File: config.mk
export PLATFORM = sky130hd
export DESIGN_NAME = frac_refclk_gen
export DESIGN_NICKNAME = d
export VERILOG_FILES = /design/src/rtl/frac_refclk_pkg.sv /design/src/rtl/frac_ctrl_regs.sv /design/src/rtl/frac_chan.sv /design/src/rtl/frac_refclk_gen.sv
export SDC_FILE = /design/constraint.sdc
export NUM_CORES = 1
export LEC_CHECK = 0
export CORE_MARGIN = 5
export CORE_UTILIZATION = 50
export DETAILED_ROUTE_END_ITERATION = 8
export DONT_BUFFER_PORTS = 1
export GPL_ROUTABILITY_DRIVEN = 0
export PLACE_DENSITY = 0.65
export SYNTH_ARGS = -nofsm -noshare
export SYNTH_HDL_FRONTEND = slang
export SYNTH_SLANG_ARGS = --single-unit
File: constraint.sdc
create_clock -name clk_i -period 3.3 [get_ports clk_i]
set_input_delay 0.33 -clock clk_i [delete_from_list [all_inputs] [get_ports clk_i]]
set_output_delay 0.33 -clock clk_i [all_outputs]
set_load 0.05 [all_outputs]
File: src/rtl/frac_refclk_pkg.sv
package frac_refclk_pkg;
  localparam int unsigned FRAC_W   = 6;
  localparam int unsigned ACC_W    = FRAC_W + 1;
  localparam int unsigned MUL      = 18;
  localparam int unsigned FRAC_MIN = 18;
  localparam int unsigned FRAC_MAX = 35;
  localparam int unsigned SLOT_W   = 8;
  localparam int unsigned GATE_BIT = 7;

  typedef enum logic [1:0] {
    WA_WORD   = 2'd0,
    WA_SET    = 2'd1,
    WA_CLR    = 2'd2,
    WA_ERRCLR = 2'd3
  } wr_addr_e;
endpackage

File: src/rtl/frac_ctrl_regs.sv
module frac_ctrl_regs
  import frac_refclk_pkg::*;
#(
  parameter int unsigned NUM_CH   = 4,
  parameter int unsigned RST_FRAC = 18
) (
  input  logic                       clk_i,
  input  logic                       rst_ni,
  input  logic                       wr_en_i,
  input  logic [1:0]                 wr_addr_i,
  input  logic [NUM_CH*SLOT_W-1:0]   wr_data_i,
  input  logic [NUM_CH-1:0]          oor_i,
  output logic [NUM_CH*SLOT_W-1:0]   ctrl_o,
  output logic [NUM_CH-1:0]          err_o
);
  localparam int unsigned WORD_W = NUM_CH * SLOT_W;

  function automatic logic [WORD_W-1:0] mk_live();
    logic [WORD_W-1:0] m;
    m = '0;
    for (int c = 0; c < NUM_CH; c++) begin
      m[c*SLOT_W +: FRAC_W]   = '1;
      m[c*SLOT_W + GATE_BIT] = 1'b1;
    end
    return m;
  endfunction

  function automatic logic [WORD_W-1:0] mk_rst();
    logic [WORD_W-1:0] m;
    m = '0;
    for (int c = 0; c < NUM_CH; c++) begin
      m[c*SLOT_W +: FRAC_W]   = FRAC_W'(RST_FRAC);
      m[c*SLOT_W + GATE_BIT] = 1'b1;
    end
    return m;
  endfunction

  localparam logic [WORD_W-1:0] LIVE  = mk_live();
  localparam logic [WORD_W-1:0] RST_W = mk_rst();

  wr_addr_e                 addr;
  logic [WORD_W-1:0]        ctrl_q, ctrl_d;
  logic [NUM_CH-1:0]        err_q, err_d, clr_vec;

  assign addr = wr_addr_e'(wr_addr_i);

  always_comb begin
    ctrl_d  = ctrl_q;
    clr_vec = '0;
    if (wr_en_i) begin
      unique case (addr)
        WA_WORD:   ctrl_d  = wr_data_i & LIVE;
        WA_SET:    ctrl_d  = ctrl_q | (wr_data_i & LIVE);
        WA_CLR:    ctrl_d  = ctrl_q & ~wr_data_i;
        WA_ERRCLR: clr_vec = wr_data_i[NUM_CH-1:0];
        default:   ctrl_d  = ctrl_q;
      endcase
    end
    // set wins over clear
    err_d = (err_q & ~clr_vec) | oor_i;
  end

  always_ff @(posedge clk_i or negedge rst_ni) begin
    if (!rst_ni) begin
      ctrl_q <= RST_W;
      err_q  <= '0;
    end else begin
      ctrl_q <= ctrl_d;
      err_q  <= err_d;
    end
  end

  assign ctrl_o = ctrl_q;
  assign err_o  = err_q;


  word_write_chk: assert property (@(posedge clk_i) disable iff (!rst_ni)
    (wr_en_i && wr_addr_i == 2'd0) |=> ctrl_q == ($past(wr_data_i) & LIVE));

  set_or_chk: assert property (@(posedge clk_i) disable iff (!rst_ni)
    (wr_en_i && wr_addr_i == 2'd1) |=>
      ctrl_q == ($past(ctrl_q) | ($past(wr_data_i) & LIVE)));

  clr_bits_chk: assert property (@(posedge clk_i) disable iff (!rst_ni)
    (wr_en_i && wr_addr_i == 2'd2) |=> (ctrl_q & $past(wr_data_i)) == '0);

  err_sticky_chk: assert property (@(posedge clk_i) disable iff (!rst_ni)
    1'b1 |=> (($past(err_q) & ~$past(clr_vec) & ~err_q) == '0));
endmodule

File: src/rtl/frac_chan.sv
module frac_chan
  import frac_refclk_pkg::*;
(
  input  logic              clk_i,
  input  logic              rst_ni,
  input  logic [FRAC_W-1:0] frac_i,
  input  logic              gate_i,
  output logic              en_o,
  output logic              range_err_o
);
  localparam logic [ACC_W-1:0]  MUL_A = ACC_W'(MUL);
  localparam logic [FRAC_W-1:0] F_MIN = FRAC_W'(FRAC_MIN);
  localparam logic [FRAC_W-1:0] F_MAX = FRAC_W'(FRAC_MAX);

  logic              in_range, wrap, en_q;
  logic [FRAC_W-1:0] frac_eff, act_q;
  logic [ACC_W-1:0]  acc_q, sum;

  assign in_range    = (frac_i >= F_MIN) && (frac_i <= F_MAX);
  assign frac_eff    = in_range ? frac_i : F_MAX;
  assign range_err_o = !in_range;
  assign sum         = acc_q + MUL_A;
  assign wrap        = !gate_i && (sum >= {1'b0, act_q});

  always_ff @(posedge clk_i or negedge rst_ni) begin
    if (!rst_ni) begin
      acc_q <= '0;
      act_q <= F_MIN;
      en_q  <= 1'b0;
    end else if (gate_i) begin
      acc_q <= '0;
      act_q <= frac_eff;
      en_q  <= 1'b0;
    end else if (wrap) begin
      acc_q <= sum - {1'b0, act_q};
      act_q <= frac_eff;  // new fraction only at wrap
      en_q  <= 1'b1;
    end else begin
      acc_q <= sum;
      en_q  <= 1'b0;
    end
  end

  assign en_o = en_q;


  gate_quiet_chk: assert property (@(posedge clk_i) disable iff (!rst_ni)
    gate_i |=> (!en_o && acc_q == '0));

  act_range_chk: assert property (@(posedge clk_i) disable iff (!rst_ni)
    (act_q >= F_MIN) && (act_q <= F_MAX));

  act_hold_chk: assert property (@(posedge clk_i) disable iff (!rst_ni)
    !$stable(act_q) |-> ($past(gate_i) || en_o));

  acc_bound_chk: assert property (@(posedge clk_i) disable iff (!rst_ni)
    acc_q < {1'b0, act_q});
endmodule

File: src/rtl/frac_refclk_gen.sv
module frac_refclk_gen
  import frac_refclk_pkg::*;
#(
  parameter int unsigned NUM_CH   = 4,
  parameter int unsigned RST_FRAC = 18
) (
  input  logic                     clk_i,
  input  logic                     rst_ni,
  input  logic                     wr_en_i,
  input  logic [1:0]               wr_addr_i,
  input  logic [NUM_CH*SLOT_W-1:0] wr_data_i,
  output logic [NUM_CH*SLOT_W-1:0] rd_data_o,
  output logic [NUM_CH-1:0]        err_o,
  output logic [NUM_CH-1:0]        ref_en_o
);
  logic [NUM_CH*SLOT_W-1:0] ctrl;
  logic [NUM_CH-1:0]        oor;

  frac_ctrl_regs #(
    .NUM_CH  (NUM_CH),
    .RST_FRAC(RST_FRAC)
  ) u_regs (
    .clk_i    (clk_i),
    .rst_ni   (rst_ni),
    .wr_en_i  (wr_en_i),
    .wr_addr_i(wr_addr_i),
    .wr_data_i(wr_data_i),
    .oor_i    (oor),
    .ctrl_o   (ctrl),
    .err_o    (err_o)
  );

  for (genvar c = 0; c < NUM_CH; c++) begin : g_ch
    frac_chan u_chan (
      .clk_i      (clk_i),
      .rst_ni     (rst_ni),
      .frac_i     (ctrl[c*SLOT_W +: FRAC_W]),
      .gate_i     (ctrl[c*SLOT_W + GATE_BIT]),
      .en_o       (ref_en_o[c]),
      .range_err_o(oor[c])
    );
  end

  assign rd_data_o = ctrl;
endmodule

# After elaboration in Yosys (flattened, before gate mapping)
# Index checks and enable logic that the tools add are counted.
[totals] ff_bits=92 wordCells=97
[op_classes] n_addsub=8 magnitude_cmp=12 eq_ne=3 muxes=31 bitwise_logic=6 reduce_logical=23
[op_table] op="one-hot mux 32 bit (3 select lines)" count=1
[op_table] op="2-to-1 mux 6 bit" count=12
[op_table] op="2-to-1 mux 7 bit" count=8
[op_table] op="bitwise AND 32 bit" count=1
[op_table] op="inverter 32 bit" count=1
[op_table] op="OR 32 bit" count=1
[op_table] op="adder 7 x 5 -> 7 bit, second input constant" count=4
[op_table] op=">= comparator 7 x 6 -> 1 bit" count=4
[op_table] op="subtractor 7 x 6 -> 7 bit" count=4
[op_table] op=">= comparator 6 x 5 -> 1 bit, second input constant" count=4
[op_table] op="<= comparator 6 bit, second input constant" count=4
[op_table] op="logical AND 1 bit" count=8
[op_table] op="zero test 1 bit" count=8
[op_table] op="2-to-1 mux 1 bit" count=8
[op_table] op="2-to-1 mux 4 bit" count=2
[op_table] op="nonzero test 2 bit" count=4
[op_table] op="bitwise AND 4 bit" count=1
[op_table] op="equality test 2 bit, second input constant" count=2
[op_table] op="inverter 4 bit" count=1
[op_table] op="OR 4 bit" count=1
[op_table] op="nonzero test 3 bit" count=1
[op_table] op="equality test 2 x 1 -> 1 bit, second input constant" count=1
[op_table] op="zero test 2 bit" count=1
[op_table] op="AND reduction 2 bit" count=1

# Depth between registers and ports, before layout
# Gate-level depths: netlist of run 1.
[logic_depth] ltp_word=6 mapped_depth=10 mapped_depth_nobuf=9

# Cells and area by module
# Synthesis of run 1 repeated with hierarchy kept, for this count alone.
[unflattened] cells_unflattened=604 hier_area_um2=5761.8
[by_module_without_submodules] module="frac_chan (g_ch[0].u_chan ...)" n_inst=3 cells_per_inst=103 area_per_inst_um2=982.2
[by_module_without_submodules] module="frac_ctrl_regs" n_inst=1 cells_per_inst=190 area_per_inst_um2=1845.5
[by_module_without_submodules] module="frac_chan (g_ch[2].u_chan)" n_inst=1 cells_per_inst=105 area_per_inst_um2=969.7

# Worst setup path before layout of run 1
# OpenSTA, ideal clock, no wires.
[synth_path] path_type="register -> register" start="register g_ch[0].u_chan.acc_q[1]" end="register g_ch[0].u_chan.act_q[0]" arrival_ps=2506 required_ps=3175 setup_slack_ps=669 stages_incl_launch_ff=11 n_path_buf=1 period_less_slack_ps=2631 path_cell_list="dfrtp_1 -> ha_1 -> a21oi_1 -> xnor2_1 -> ha_1 -> nand2_1 -> nor2_1 -> or4_1 -> buf_6 -> nor3_4 -> mux2_4"
[synth_between] elab_chain_cells=4
[synth_rtl] item="from (decl)" line="frac_chan.sv:17" text="logic [ACC_W-1:0] acc_q, sum;"
[synth_rtl] item="from (signal assigned)" line="frac_chan.sv:35" text="acc_q <= sum - {1'b0, act_q};"
[synth_rtl] item="from (signal assigned)" line="frac_chan.sv:39" text="acc_q <= sum;"
[synth_rtl] item="adder 7 x 5 -> 7 bit" line="frac_chan.sv:22" text="assign sum = acc_q + MUL_A;"
[synth_rtl] item=">= comparator 7 x 6 -> 1 bit" line="frac_chan.sv:23" text="assign wrap = !gate_i && (sum >= {1'b0, act_q});"
[synth_rtl] item="logical AND 1 bit" line="frac_chan.sv:23"
[synth_rtl] item="nonzero test 2 bit (no line)"
[synth_rtl] item="to (signal assigned)" line="frac_chan.sv:32" text="act_q <= frac_eff;"
[synth_rtl] item="to (signal assigned)" line="frac_chan.sv:36" text="act_q <= frac_eff;"
[synth_rtl] item="to (decl)" line="frac_chan.sv:16" text="logic [FRAC_W-1:0] frac_eff, act_q;"
# Every way passes these cells.
# A chain may end at the register's enable or synchronous reset.

# Final worst setup path of run 1
[layout_path] start="register g_ch[0].u_chan.acc_q[1]" end="register g_ch[0].u_chan.act_q[5]"
# Same word-level chain as after synthesis.

==> results of run 1 <==
==> through the flow <==
step / utilization, % / worst slack [ns] / instances / power, µW / hold slack, ns
detailed placement: 50.8 / 0.415 / 718 / 5990 / 0.0388
global route: 53.7 / 0.229 / 734 / 7690 / 0.129
global placement: 50.8 / 0.512 / 718 / 5860 / 0.0394
floorplan: - / 0.669 / 608 / 5440 / 0.0344
finish: 53.7 / 0.403 / 734 / 7090 / 0.133
CTS: 53.7 / 0.398 / 734 / 7110 / 0.120
==> state kept, by name, summed over array words and instances, names as in the netlist <==
name	cells
u_regs.err_o	4
g_ch.u_chan.en_o	4
u_regs.ctrl_o	32
g_ch.u_chan.act_q	24
g_ch.u_chan.acc_q	28
==> repair_timing <==
action,CTS,global route
hold buffers,2,0
resized for setup,0,0
hold endpoints to repair,92,0
==> power by group <==
group / internal [µW] / leakage [µW] / total [µW] / switching, µW
Clock: 619 / 0.000145 / 1040 / 424
Sequential: 1540 / 0.00109 / 2170 / 638
Combinational: 1730 / 0.00138 / 3870 / 2150
==> layout by cell type, fill, tap and decap left out, types with 8 or more instances in the layout <==
cell | Yosys | layout
a211o_1 | 8 | 8
inv_1 | 43 | 43
o31a_1 | 10 | 10
ha_1 | 32 | 32
mux2i_1 | 26 | 26
nor2_1 | 45 | 45
nand2_1 | 18 | 18
o22ai_1 | 32 | 32
nor3_1 | 15 | 15
clkbuf_16 | 0 | 9
xor2_1 | 8 | 8
o41ai_1 | 9 | 9
nand3_1 | 12 | 12
nor2b_1 | 42 | 41
a21oi_1 | 61 | 61
dfstp_2 | 20 | 20
o21a_1 | 20 | 20
dfrtp_1 | 72 | 72
nand2b_1 | 8 | 8
o21ai_0 | 24 | 24
==> final cells by class <==
type	count	share of cell area [%]
clock buffers	12	4.22
clock inverters	2	0.577
inverters	43	2.66
multi-input cells	438	50.4
flip-flops and latches	92	38.3
well taps	143	2.94
repair buffers	4	0.865
==> path summary, 6_finish.rpt <==
path                                              start                      end  slack (ns)
worst max-delay path            g_ch[0].u_chan.acc_q[1]  g_ch[0].u_chan.act_q[5]        0.40
worst min-delay path                      wr_data_i[17]        u_regs.ctrl_o[17]        0.13
worst max register to register  g_ch[0].u_chan.acc_q[1]  g_ch[0].u_chan.act_q[5]        0.40
worst min register to register  g_ch[0].u_chan.act_q[1]  g_ch[0].u_chan.act_q[1]        0.52
max in group asynchronous                        rst_ni         u_regs.ctrl_o[9]        2.32
min in group asynchronous                        rst_ni  g_ch[0].u_chan.acc_q[6]        0.49
==> worst reg2reg max path: cells and delay by family, from the launching register on <==
family / cells / cell delay (ns)
AND/OR/NAND/NOR: 4 / 1.09
adder cells (fa/ha/maj): 2 / 0.56
flip-flops: 1 / 0.44
multiplexers: 1 / 0.34
AO/OA/AOI/OAI: 1 / 0.18
XOR/XNOR: 1 / 0.17
==> metal layers <==
metal,vias to the layer above,wire length [µm],global-route usage (%)
met4,0,338,9.40
li1,2138,-,-
met1,2121,5630,25.9
met2,127,6500,33.1
met5,-,0,0
met3,26,899,5.45
==> cells by family after synthesis <==
| kind of cell | Yosys count | share of synthesized area [%] |
|---|---|---|
| flip-flops | 92 | 40.5 |
| AND/OR/NAND/NOR | 178 | 17.1 |
| buffers and inverters | 78 | 6.31 |
| XOR/XNOR | 12 | 1.83 |
| adder cells (fa/ha/maj) | 36 | 8.36 |
| AO/OA/AOI/OAI | 179 | 19.6 |
| multiplexers | 33 | 6.29 |
==> flow_summary.toml, run 1 <==
[power_and_ir_drop]
leakage_uw = 0.00262
peakVddDrop_v = 0.000524
power_density_nw_per_um2 = 1170

[clocking]
cts-root-buf = "clkbuf_16"
cts_htree_levels = 3
worst_skew_pair.late_latency_ns = 0.35
post_cts_buffers = 0
cts_buffers = 9
cts_buffer_depth = 2
clkTransAtPathRegs_ns = 0.06
clock_sinks = 92
cts_tree = "built"

[final_layout]
area_growth_pct = 5.73
fin_nets = 661
final_area_um2 = 6080
nFillCells = 1005
n_antenna_cell = 0
register_area_um2 = 2330
multi_input_area_um2 = 3060
final_layout_size_suffix_gt1_share_pct = 9.64

[floorplanning]
die_x_um = 117
io_pins = 77
row_count = 39
fp.coreArea_um2 = 11300
fp.dieH_um = 117
start_util_pct = 50.8
die_area_um2 = 13700

[synthesis]
yosys_most_used_dff = "dfrtp_1"
synth_cell_types = 45
synth_fp_nets = 681
yosysTopAreaCell = "dfrtp_1"
synth_common_cells = "dfrtp_1, a21oi_1, nor2_1, inv_1, nor2b_1"
synthesis.instances = 608
ys_async_sr_fraction_pct = 100
yosysMostFrequentCell = "dfrtp_1"
ys.warnings.count = 0
yosys-top-cells-area = "dfrtp_1, dfstp_2, ha_1"
ys_ff_latch = 92
yosys.area.top_type_share_pct = 31.4
yosysSeqAreaShare_pct = 40.5
avgSynthCellArea_um2 = 9.45
synth-edff-count = 0
syn-cell-area_um2 = 5750

[sta]
clock_skew_ns = 0.00479
period_needed_ns = 2.90
final_max_slew_viol_count = 0
timing.final.setup_violations = 0
max_freq_mhz = 345
rsz0062_at_grt = "false"
max_slew_margin_pct = 33.8
final-hold-violation-count = 0
finalSetupTns_ns = 0
min_period_over_period_pct = 87.8
tightest_slew_ns = 0.993

[detailed_routing]
wl_per_cell_um = 18.2
drtIter0Drc = 300
wl_um = 13400
antenna_left = 0
vias_per_cell = 6.01
drc = 0
drt-pass1-iter-count = 4
num_vias = 4412

[grt]
grt_max_degree = 93
overflow = 0
antenna_found_initial = 0
grt_pass1_vias = 4462
track_usage_pct = 20.6
grt_pass1_wl_um = 22100

[hold_path]
holdPathStages = 2
hold_class = "in -> reg"

[setup_path]
critPathArrivalTime_ns = 3.13
cp.required_ns = 3.53
crit_type = "reg -> reg"
slowest_delay_ns = 0.59
path_delay_family = "simple AND/OR/NAND/NOR gates"
crit_fanout = 10
rr_worst_depth = 9
path_cells = "ha_1, a21oi_1, xnor2_1, ha_1, nand2_1, nor2_1, or4_1, nor3_4, mux2_4"
endpoint_kind = "flip-flop"
critPathLaunchType = "flip-flop"
slowest_stage = "or4_1"
cpMostUsedCell = "ha_1"
worst-path-buf-inv = 0
cp.depth = 9

[place]
hpwl_um = 9590
dpl-instance-area_um2 = 5750
io_buffers = 0

[flow_run]
drv_cap = 0

[outcome]
status = "finished, final reports clean"
Power figures use the tool's default switching activity.
==> run 2: changes to the inputs <==
RECOVER_POWER = 25   (was unset)
==> run 2 against run 1 <==
Against the previous run:
- the flow now finishes with violations (capacitance limit, slew limit)
- count of clock-buffer cells in the layout unchanged
- critical path depth unchanged
- hold slack better by 0.0037 ns
- power is essentially flat
- global-route usage is the same
- sequential power about the same
- combinational power about the same
- clock skew barely moved
- critical path type unchanged
==> flow_summary.toml, run 2 (synthesis results as in run 1) <==
[outcome]
status = "finished, violations left"
violations = "capacitance limit, slew limit"

[clocking]
cts_htree_levels = 3
cts_tree = "built"
clock_sinks = 92
cts_buffer_depth = 2
cts-root-buf = "clkbuf_16"
post_cts_buffers = 0
clkTransAtPathRegs_ns = 0.06
cts_buffers = 9
worst_skew_pair.late_latency_ns = 0.34

[sta]
finalSetupTns_ns = 0
clock_skew_ns = 0.00469
period_needed_ns = 2.89
timing.final.setup_violations = 0
rsz0062_at_grt = "false"
tightest_slew_ns = 2.23
max_slew_margin_pct = -48.8
final_max_slew_viol_count = 93
fin_hold_ws_ns = 0.137
min_period_over_period_pct = 87.6
final-hold-violation-count = 0
max_freq_mhz = 346

[final_layout]
area_growth_pct = 5.33
register_area_um2 = 2330
final_area_um2 = 6050
mostFrequentLayoutCell = "dfrtp_1"
n_antenna_cell = 0
instances_no_fill = 734
layout_common_cells = "dfrtp_1, a21oi_1, nor2_1"
final_layout_size_suffix_gt1_share_pct = 9.64
multi_input_area_um2 = 3060
largest_register_ffs = 32
fin_nets = 661
nFillCells = 1008

[grt]
grt_pass1_wl_um = 22100
track_usage_pct = 20.6
overflow = 0
antenna_found_initial = 0
grt_pass1_vias = 4462
grt_max_degree = 93

[detailed_routing]
num_vias = 4439
antenna_left = 0
wl_per_cell_um = 18.2
drt-pass1-iter-count = 5
drc = 0
vias_per_cell = 6.05
wl_um = 13400
drtIter0Drc = 300

[floorplanning]
io_pins = 77
fp.coreArea_um2 = 11300
row_count = 39
fp.dieH_um = 117
start_util_pct = 50.8
die_area_um2 = 13700
die_x_um = 117

[setup_path]
critPathArrivalTime_ns = 3.12
cp.required_ns = 3.53
crit_fanout = 10
critPathLaunchType = "flip-flop"
crit_type = "reg -> reg"
endpoint_kind = "flip-flop"

[power_and_ir_drop]
peakVddDrop_v = 0.000524
p_total_uw = 7090
power_density_nw_per_um2 = 1170
leakage_uw = 0.00261

[place]
io_buffers = 0
hpwl_um = 9590
dp.cells = 718
dpl-instance-area_um2 = 5750

[flow_run]
drv_cap = 1

[hold_path]
hold_class = "in -> reg"
run 2: cell count changes in the layout (fill, tap and decap cells not counted), sizes merged:
| cell | before | now |
|---|---|---|
| buf | 3 | 2 |
| clkbuf | 12 | 13 |
run 2: power by group:
group | switching [µW] | internal, µW
Clock | 421 | 619
Combinational | 2150 | 1720
Sequential | 640 | 1540
run 2: metal layers:
| metal | GRT usage [%] | vias to the layer above | part of all wire, % | routed length (µm) |
|---|---|---|---|---|
| met3 | 5.45 | 29 | 6.6 | 877 |
| met2 | 33.1 | 136 | 48 | 6470 |
| met1 | 25.9 | 2137 | 42 | 5660 |
| met5 | 0 | - | 0 | 0 |
| li1 | - | 2137 | - | - |
| met4 | 9.40 | 0 | 2.6 | 345 |
run 2: final cells by class:
| class | instances | area share, % |
|---|---|---|
| repair buffers | 4 | 0.496 |
| well taps | 143 | 2.96 |
| multi-input cells | 438 | 50.6 |
| clock inverters | 2 | 0.579 |
| flip-flops and latches | 92 | 38.4 |
| inverters | 43 | 2.67 |
| clock buffers | 12 | 4.24 |
run 2: path summary, 6_finish.rpt:
kind                                          from                 endpoint  slack (ns)  cells after the start
setup reg to reg           g_ch[0].u_chan.acc_q[1]  g_ch[0].u_chan.act_q[5]        0.41                      9
max in group asynchronous                   rst_ni        u_regs.ctrl_o[29]        0.79                      2
min in group asynchronous                   rst_ni  g_ch[0].u_chan.acc_q[6]        1.17                      2
hold / removal                       wr_data_i[17]        u_regs.ctrl_o[17]        0.14                      2
setup / recovery           g_ch[0].u_chan.acc_q[1]  g_ch[0].u_chan.act_q[5]        0.41                      9
hold reg to reg            g_ch[0].u_chan.act_q[1]  g_ch[0].u_chan.act_q[1]        0.52                      2
run 2: per-stage QoR:
| stage | worst slack (ns) | utilization (%) |
|---|---|---|
| 6_report | 0.408 | 53.5 |
| 3_5_place_dp | 0.415 | 50.8 |
| 3_3_place_gp | 0.512 | 50.8 |
| 4_1_cts | 0.398 | 53.7 |
| 2_1_floorplan | 0.669 | - |
| 5_1_grt | 0.229 | 53.5 |
run 2: worst max-delay path, cell delays in order (launching register included):
cell	delay, ns
dfrtp_1	0.44
ha_1	0.25
a21oi_1	0.18
xnor2_1	0.17
ha_1	0.31
nand2_1	0.07
nor2_1	0.04
or4_1	0.59
nor3_4	0.39
mux2_4	0.34
run 2: what timing repair did:
action | 4_1_cts | 5_1_grt
endpoints found under the hold margin | 92 | 0
hold buffers | 2 | 0
resized for setup | 0 | 0
